<file path="config.mk">
export PLATFORM = sky130hd
export DESIGN_NAME = pulse_seq_ctrl
export DESIGN_NICKNAME = d
export VERILOG_FILES = /design/src/rtl/pseq_pkg.sv /design/src/rtl/pseq_sync.sv /design/src/rtl/pseq_edge.sv /design/src/rtl/pseq_core.sv /design/src/rtl/pulse_seq_ctrl.sv
export SDC_FILE = /design/constraint.sdc
export NUM_CORES = 1
export LEC_CHECK = 0
export BUFFER_PORTS_ARGS = -buffer_cell sky130_fd_sc_hd__buf_4
export CORE_AREA = 3 3 74 76
export CTS_CLUSTER_SIZE = 24
export DETAILED_ROUTE_END_ITERATION = 10
export DIE_AREA = 0 0 77 79
export PLACE_DENSITY = 0.78
export SLEW_MARGIN = 0
export SYNTH_ARGS = -nofsm -noshare
export SYNTH_HDL_FRONTEND = slang
export SYNTH_SLANG_ARGS = --single-unit
</file>
<file path="constraint.sdc">
create_clock -name clk -period 3.55 [get_ports clk]
set_clock_uncertainty 0.05 [all_clocks]
set_input_delay 0.71 -clock clk [delete_from_list [all_inputs] [get_ports clk]]
set_output_delay 0.71 -clock clk [all_outputs]
set_load 0.1 [all_outputs]
</file>
<file path="src/rtl/pseq_pkg.sv">
package pseq_pkg;
  typedef enum logic [1:0] {
    OP_CONT = 2'd0,
    OP_WAIT = 2'd1,
    OP_STOP = 2'd2,
    OP_CONT_ALT = 2'd3
  } op_e;

  typedef enum logic [1:0] {
    ST_IDLE = 2'd0,
    ST_EXEC = 2'd1,
    ST_WAIT = 2'd2,
    ST_STOP = 2'd3
  } seq_st_e;
endpackage

</file>
<file path="src/rtl/pseq_sync.sv">
module pseq_sync #(
  parameter int W = 1,
  parameter logic [W-1:0] RST_VAL = '0
) (
  input  logic         clk,
  input  logic         rst_n,
  input  logic [W-1:0] d,
  output logic [W-1:0] q
);
  logic [W-1:0] meta_q;
  logic [W-1:0] sync_q;

  always_ff @(posedge clk or negedge rst_n) begin
    if (!rst_n) begin
      meta_q <= RST_VAL;
      sync_q <= RST_VAL;
    end else begin
      meta_q <= d;
      sync_q <= meta_q;
    end
  end

  assign q = sync_q;
endmodule

</file>
<file path="src/rtl/pseq_edge.sv">
module pseq_edge #(
  parameter int W = 1,
  parameter logic [W-1:0] ACT_LOW = '0
) (
  input  logic         clk,
  input  logic         rst_n,
  input  logic [W-1:0] lvl,
  output logic [W-1:0] evt
);
  logic [W-1:0] prev_q;

  always_ff @(posedge clk or negedge rst_n) begin
    if (!rst_n) prev_q <= ACT_LOW;
    else        prev_q <= lvl;
  end

  for (genvar i = 0; i < W; i++) begin : g_bit
    if (ACT_LOW[i]) begin : g_fall
      assign evt[i] = prev_q[i] & ~lvl[i];
    end else begin : g_rise
      assign evt[i] = ~prev_q[i] & lvl[i];
    end
  end
endmodule

</file>
<file path="src/rtl/pseq_core.sv">
module pseq_core
  import pseq_pkg::*;
#(
  parameter int AW = 8,
  parameter int DW = 16
) (
  input  logic          clk,
  input  logic          rst_n,
  input  logic          trig_evt,
  input  logic          rst_req,
  input  logic [1:0]    op,
  input  logic [DW-1:0] dur,
  output logic [AW-1:0] pc,
  output logic          running,
  output logic          waiting,
  output logic          stopped
);
  seq_st_e       st_q, st_d;
  logic [AW-1:0] pc_q, pc_d;
  logic [DW-1:0] cnt_q, cnt_d;
  logic          st_en, pc_en, cnt_en;
  logic          done;

  assign done = ({1'b0, cnt_q} + 1'b1) >= {1'b0, dur};

  always_comb begin
    st_d  = st_q;
    pc_d  = pc_q;
    cnt_d = cnt_q;
    if (rst_req) begin
      st_d  = ST_IDLE;
      pc_d  = '0;
      cnt_d = '0;
    end else begin
      unique case (st_q)
        ST_IDLE: begin
          if (trig_evt) begin
            st_d  = ST_EXEC;
            pc_d  = '0;
            cnt_d = '0;
          end
        end
        ST_EXEC: begin
          if (done) begin
            cnt_d = '0;
            if (op == OP_WAIT)      st_d = ST_WAIT;
            else if (op == OP_STOP) st_d = ST_STOP;
            else                    pc_d = pc_q + 1'b1;
          end else begin
            cnt_d = cnt_q + 1'b1;
          end
        end
        ST_WAIT: begin
          if (trig_evt) begin
            st_d  = ST_EXEC;
            pc_d  = pc_q + 1'b1;
            cnt_d = '0;
          end
        end
        default: ;
      endcase
    end
  end

  assign st_en  = (st_d != st_q);
  assign pc_en  = (pc_d != pc_q);
  assign cnt_en = (cnt_d != cnt_q);

  always_ff @(posedge clk or negedge rst_n) begin
    if (!rst_n) begin
      st_q  <= ST_IDLE;
      pc_q  <= '0;
      cnt_q <= '0;
    end else begin
      if (st_en)  st_q  <= st_d;
      if (pc_en)  pc_q  <= pc_d;
      if (cnt_en) cnt_q <= cnt_d;
    end
  end

  assign pc      = pc_q;
  assign running = (st_q == ST_EXEC) || (st_q == ST_WAIT);
  assign waiting = (st_q == ST_WAIT);
  assign stopped = (st_q == ST_STOP);
endmodule

</file>
<file path="src/rtl/pulse_seq_ctrl.sv">
module pulse_seq_ctrl #(
  parameter int AW = 8,
  parameter int DW = 16
) (
  input  logic          clk,
  input  logic          rst_n,
  input  logic          trig_n_i,
  input  logic          trig_a_i,
  input  logic          trig_b_i,
  input  logic          hwrst_hi_i,
  input  logic          hwrst_lo_n_i,
  input  logic          sw_trig_i,
  input  logic          sw_rst_i,
  output logic [AW-1:0] instr_addr_o,
  input  logic [1:0]    instr_op_i,
  input  logic [DW-1:0] instr_dur_i,
  output logic          running_o,
  output logic          waiting_o,
  output logic          stopped_o
);
  localparam int NTRIG = 3;
  localparam logic [NTRIG-1:0] TRIG_ACT_LOW = 3'b001;
  localparam int NRST = 2;
  localparam logic [NRST-1:0] RST_IDLE = 2'b10;

  logic [NTRIG-1:0] trig_raw, trig_sync, trig_hit;
  logic [NRST-1:0]  rst_raw, rst_sync;
  logic             hw_rst_lvl;
  logic             trig_evt;
  logic             rst_req;

  assign trig_raw = {trig_b_i, trig_a_i, trig_n_i};
  assign rst_raw  = {hwrst_lo_n_i, hwrst_hi_i};

  pseq_sync #(.W(NTRIG), .RST_VAL(TRIG_ACT_LOW)) u_trig_sync (
    .clk(clk), .rst_n(rst_n), .d(trig_raw), .q(trig_sync)
  );

  pseq_edge #(.W(NTRIG), .ACT_LOW(TRIG_ACT_LOW)) u_trig_edge (
    .clk(clk), .rst_n(rst_n), .lvl(trig_sync), .evt(trig_hit)
  );

  pseq_sync #(.W(NRST), .RST_VAL(RST_IDLE)) u_rst_sync (
    .clk(clk), .rst_n(rst_n), .d(rst_raw), .q(rst_sync)
  );

  assign hw_rst_lvl = rst_sync[0] | ~rst_sync[1];
  assign rst_req    = hw_rst_lvl | sw_rst_i;
  assign trig_evt   = (|trig_hit) | sw_trig_i;

  pseq_core #(.AW(AW), .DW(DW)) u_core (
    .clk(clk), .rst_n(rst_n),
    .trig_evt(trig_evt), .rst_req(rst_req),
    .op(instr_op_i), .dur(instr_dur_i),
    .pc(instr_addr_o), .running(running_o),
    .waiting(waiting_o), .stopped(stopped_o)
  );
endmodule

</file>
* After elaboration in Yosys (flattened, before gate mapping)
Cells that the tools add are included.
** Operators by class
- Reductions and logical operators :: 4
- Multiplexer cells :: 17
- Bitwise gates (word level) :: 10
- Eq/ne operators :: 8
- Magnitude comparators :: 1
- Add/subtract/negate cells :: 3
** Operators by type and width (count)
- two-way mux 16 bit :: 3
- two-way mux 8 bit :: 6
- one-hot mux 16 bit (2 select lines) :: 1
- one-hot mux 8 bit (3 select lines) :: 1
- adder 16 x 1 -> 17 bit (second input constant) :: 1
- greater-or-equal comparator 17 x 16 -> 1 bit :: 1
- adder 16 x 1 -> 16 bit (second input constant) :: 1
- != test 16 bit :: 1
- two-way mux 2 bit :: 5
- adder 8 x 1 -> 8 bit (second input constant) :: 1
- != test 8 bit :: 1
- equality test 2 bit (second input constant) :: 3
- equality test 2 x 1 -> 1 bit (second input constant) :: 2
- inverter 1 bit :: 4
- one-hot mux 2 bit (2 select lines) :: 1
- AND 1 bit :: 3
- OR 1 bit :: 3
- OR reduction 3 bit :: 1
- logical NOT 2 bit :: 1
- != test 2 bit :: 1
- OR reduction 2 bit :: 1
- logical OR 1 bit :: 1
** Word-level totals
- Input port bits :: 27
- Output and inout bits :: 11
- Flip-flop bits (word level) :: 39
- Word-level logic and storage cells :: 51

* Longest topological paths before layout
- Depth after elaboration :: 8
- Depth in mapped cells :: 13
- Mapped depth without buffers :: 12

* Hierarchy
Synthesis repeated with hierarchy kept, for this count alone.
** Unflattened totals
- Cells, all modules :: 333
- Area, all modules :: 2894.0 µm²
** By module, submodules not included
- pseq_core :: cells an instance 315, instances 1, area each 2504.9 µm², seq. area each 650.6 µm²
- pseq_sync (u_trig_sync) :: cells an instance 6, instances 1, area each 152.6 µm², seq. area each 152.6 µm²
- pseq_edge :: cells an instance 6, instances 1, area each 117.6 µm², seq. area each 76.3 µm²
- pseq_sync (u_rst_sync) :: cells an instance 4, instances 1, area each 102.6 µm², seq. area each 102.6 µm²
- pulse_seq_ctrl :: cells an instance 2, instances 1, area each 16.3 µm², seq. area each 0.0 µm²

* Worst setup path before layout
No wires, ideal clock.
- Path kind :: flip-flop to flip-flop
- Start :: register u_core.cnt_q[2]
- End :: register u_core.pc_q[5] (netlist: u_core.pc[5])
- Setup time :: 0.126 ns
- Buffers on the path :: 1
- Period minus slack after synthesis :: 2.968 ns
- Data required time :: 3.374 ns
- Setup slack :: 0.582 ns
- Stages on the path, launching flop included :: 13
- Data arrival time :: 2.792 ns
- Cells stage by stage :: dfrtp_1 > nand3_1 > nor3_1 > nand3_1 > xnor2_1 > ha_1 > nand2_1 > o21a_1 > o21ai_2 > a211o_4 > buf_6 > nand2_2 > o311a_1
** Between the ends
- Word-level cells in the longest chain between the ends :: 6
** RTL lines
- start, declared :: RTL line pseq_core.sv:20 : logic [DW-1:0] cnt_q, cnt_d;
- start signal, assigned :: RTL line pseq_core.sv:77 : if (cnt_en) cnt_q <= cnt_d;
- adder 16 x 1 -> 17 bit * :: RTL line pseq_core.sv:24 : assign done = ({1'b0, cnt_q} + 1'b1) >= {1'b0, dur};
- greater-or-equal comparator 17 x 16 -> 1 bit * :: RTL line pseq_core.sv:24
- two-way mux 8 bit * :: RTL line pseq_core.sv:44 : if (done) begin
- one-hot mux 8 bit (3 select lines) * :: RTL line pseq_core.sv:35 : unique case (st_q)
- two-way mux 8 bit * :: RTL line pseq_core.sv:30 : if (rst_req) begin
- != test 8 bit :: RTL line pseq_core.sv:66 : assign pc_en = (pc_d != pc_q);
- end signal, assigned :: RTL line pseq_core.sv:76 : if (pc_en) pc_q <= pc_d;
- end, declared :: RTL line pseq_core.sv:19 : logic [AW-1:0] pc_q, pc_d;
Mark *: on every way between the ends. The rest lies on a longest branch, timed or not.
A chain may end at the register's enable or synchronous reset.

* Worst setup path after layout
- Start :: register u_core.cnt_q[0]
- End :: register u_core.pc_q[0] (netlist: u_core.pc[0])
The elaborated chain is that of the path after synthesis.

==> run metrics <==
run status finished, final reports clean; total global routing overflow 0; number of setup buffers added after CTS 0; fill cell instance count of the final layout 422; per-instance average area after synthesis 9.174 sq um; CP Max Fanout 10; proportion of synthesized flip-flops having asynchronous set or reset 100.0%; worst reg2reg path startpoint u_core.cnt_q[0]; fraction of power consumed by sequential logic 52.6%; arrival time at the worst endpoint 3.35 ns; cell leakage power 1.461 nW; critical path, cell by cell ha_1, nand3_1, nor3_2, nand3_1, xnor2_1, ha_1, a21o_1, a21oi_1, o21ai_2, a211oi_4, o31ai_1, a221oi_2; CTS root buffer sky130_fd_sc_hd__clkbuf_8; ports placed on the boundary 38; setup repair after global routing missed its margin no; required time of the worst setup path 3.71 ns; Placement Setup Slack 0.4054 ns; fraction of final layout cells with drive strength greater than 1 20.70%; startpoint type of the worst setup path flip-flop; relative area change from synthesis to final layout 14.94%; endpoint kind of the worst setup timing path flip-flop; number of nets with antenna violations after detailed routing 0; highest-count cells in the layout ignoring fill and taps sky130_fd_sc_hd__buf_4, sky130_fd_sc_hd__dfrtp_1, sky130_fd_sc_hd__inv_1, sky130_fd_sc_hd__nor2_1, sky130_fd_sc_hd__ha_1; post-route minimum period 3.186 ns; average via count per standard cell 6.061; instance count after placement with tap cells included 402; post-route clock period utilization 89.74%; Mapped Area 2789 sq um; effective utilization at floorplan 58.27%; Pint 631.7 uW; slew at the pin closest to its max-slew limit 0.6729 ns; count of input and output buffers 37; largest vdd supply drop 0.2218 mV; initial antenna violation count 0; HP Class reg2reg; WHS Endpoint u_rst_sync.q[1]; f_max 0.3139 GHz; overall die area 6083 sq um; start-to-end type of the worst setup path reg2reg; most frequent standard cell in the layout excluding fill and tap cells sky130_fd_sc_hd__buf_4; height of the die 79 um; die width 77 um; maximum number of pins on one net before global-route repair 40; flip-flop and latch count after synthesis 39; layout net count 392; power density relative to cell area 271.2 nW/um^2; relative max-transition margin 55.03%; Post-Route WL 6.257 mm; portion of total power attributed to combinational logic 11.1%; clock slew at reported path FFs 0.09 ns; crit path max-delay cell type sky130_fd_sc_hd__a211oi_4; clock share of power 36.3%; final count of pins violating max slew 0; Post-CTS Hold Buffers 0; largest stage delay on the critical path 0.49 ns; clk_lat worst skew 0.30 ns; Detailed Place HPWL 4.461 mm; count of final setup violators 0; CTS Sinks 39; reg2reg end u_core.pc[0]; post-route setup slack 0.3644 ns; number of warnings printed during yosys synthesis 0; Site Rows 25; antenna diode count 0; Hold Startpoint u_rst_sync.meta_q[1]; commonest register cell after synthesis sky130_fd_sc_hd__dfrtp_1; first-pass GRT wire length 10.89 mm; count of cells along the worst register-to-register path 12; Pre-Repair DR Iteration Count 5; vias after detailed routing 2485; Inserted Clock Buffers 5; max cap viols 0; instance count along the most critical hold path 0; number of DRC markers in iteration 0 217; via count of the first global-routing pass 2336; residual DRC count 0; H-tree levels 2; Finished Layout Cells 410; syn nets 354; Worst R2R Setup Slack 0.36 ns; net switching power 237.5 uW; GRT Overall Usage 21.99%; post-synthesis sequential area ratio 35.22%; average routed wire per standard cell 15.26 um; share of total power consumed by net switching 27.32%; Fin. Hold Viols 0; number of instances in the synthesized netlist 304; setup tns final 0 ns; area of the placeable core 4786 sq um; number of distinct library cell variants in the gate-level netlist after synthesis 63; number of synthesized flops with an enable pin 0; weighted congestion at the end of routability-driven global placement 0.8775; deepest clock path buffer count 2; TritonCTS clock tree built; Power, Total 869.2 uW; post-cts repair resize count 0
## registers in the layout, summed over array words and instances, names as in the netlist
signal              count
u_core.st_q             2
u_trig_sync.meta_q      3
u_trig_edge.prev_q      3
u_rst_sync.q            2
u_trig_sync.q           3
u_core.cnt_q           16
u_core.pc               8
u_rst_sync.meta_q       2
## per-stage QoR
step	hold slack [ns]	cell area [sq um]	utilization, %
floorplan	0.2812	2789	-
global placement	0.2827	3113	65.05
detailed placement	0.2864	3113	65.05
CTS	0.2979	3206	66.98
global route	0.3054	3206	66.98
finish	0.2999	3206	66.98
## power by group through the flow
| stage | registers [mW] | logic [mW] | clock network [mW] |
|---|---|---|---|
| 2_1_floorplan | 0.465 | 0.0518 | 0 |
| 3_3_place_gp | 0.465 | 0.0952 | 0 |
| 3_5_place_dp | 0.466 | 0.0963 | 0 |
| 4_1_cts | 0.457 | 0.0968 | 0.328 |
| 5_1_grt | 0.458 | 0.108 | 0.345 |
| 6_report | 0.457 | 0.0962 | 0.316 |
## routing by layer
metal	up-vias	routed length, um	global-route usage, %	part of all wire (%)
met1	1175	2795	29.69	45
met4	0	80	8.007	1.3
met5	-	0	0	0
met2	107	2984	36.06	48
met3	12	396	3.288	6.3
li1	1191	-	-	-
## cells by family (layout without fill, tap and decap cells)
| logic type | Yosys count | count (layout) | share of synthesized area [%] |
|---|---|---|---|
| multiplexers | 2 | 2 | 0.7178 |
| AO/OA/AOI/OAI | 86 | 86 | 23.55 |
| adder cells (fa/ha/maj) | 23 | 23 | 10.32 |
| buffers and inverters | 37 | 76 | 6.326 |
| flip-flops | 39 | 39 | 35.22 |
| XOR/XNOR | 16 | 16 | 5.025 |
| AND/OR/NAND/NOR | 101 | 101 | 18.84 |
## worst max-delay path, delay by kind of cell (launching register included)
family	cells	cell delay [ns]
AOI/OAI and AO/OA	6	1.46
xor gates and xnor gates	1	0.20
adders and majority gates	2	0.53
DFF	1	0.43
and+or+nand+nor	3	0.44
## worst max path at each step
stage	from	end	slack, ns	cells past startpoint
finish	u_core.cnt_q[0]	u_core.pc[0]	0.36	12
global route	u_core.cnt_q[0]	u_core.pc[7]	0.07	12
CTS	u_core.cnt_q[0]	u_core.pc[0]	0.40	12
detailed placement	u_core.cnt_q[0]	u_core.pc[0]	0.41	12
global placement	u_core.cnt_q[0]	u_core.pc[0]	0.52	12
floorplan	u_core.cnt_q[2]	u_core.pc[5]	0.58	12
## cells in the mapped netlist, types with 6 or more instances
master / n / area (sq um)
sky130_fd_sc_hd__nor3_1: 7 / 35.03
sky130_fd_sc_hd__inv_1: 24 / 90.09
sky130_fd_sc_hd__o21ai_0: 15 / 75.07
sky130_fd_sc_hd__a22oi_1: 13 / 97.59
sky130_fd_sc_hd__ha_1: 23 / 287.8
sky130_fd_sc_hd__xor2_1: 6 / 52.55
sky130_fd_sc_hd__nor2_1: 24 / 90.09
sky130_fd_sc_hd__and3_1: 6 / 37.54
sky130_fd_sc_hd__dfrtp_1: 34 / 850.8
sky130_fd_sc_hd__nand3_1: 20 / 100.1
sky130_fd_sc_hd__a21oi_1: 15 / 75.07
sky130_fd_sc_hd__nand2_1: 20 / 75.07
sky130_fd_sc_hd__xnor2_1: 10 / 87.58
## area by class of cell
type / count / area, sq um / area share [%]
clock inverter: 3 / 23.77 / 0.7416
inverter: 25 / 93.84 / 2.927
sequential: 39 / 982.2 / 30.64
timing repair buffer: 43 / 322.8 / 10.07
tap: 67 / 83.83 / 2.615
multi-input combinational: 228 / 1630 / 50.86
clock buffer: 5 / 68.82 / 2.147
No activity file was read; power rests on OpenSTA's default activity.
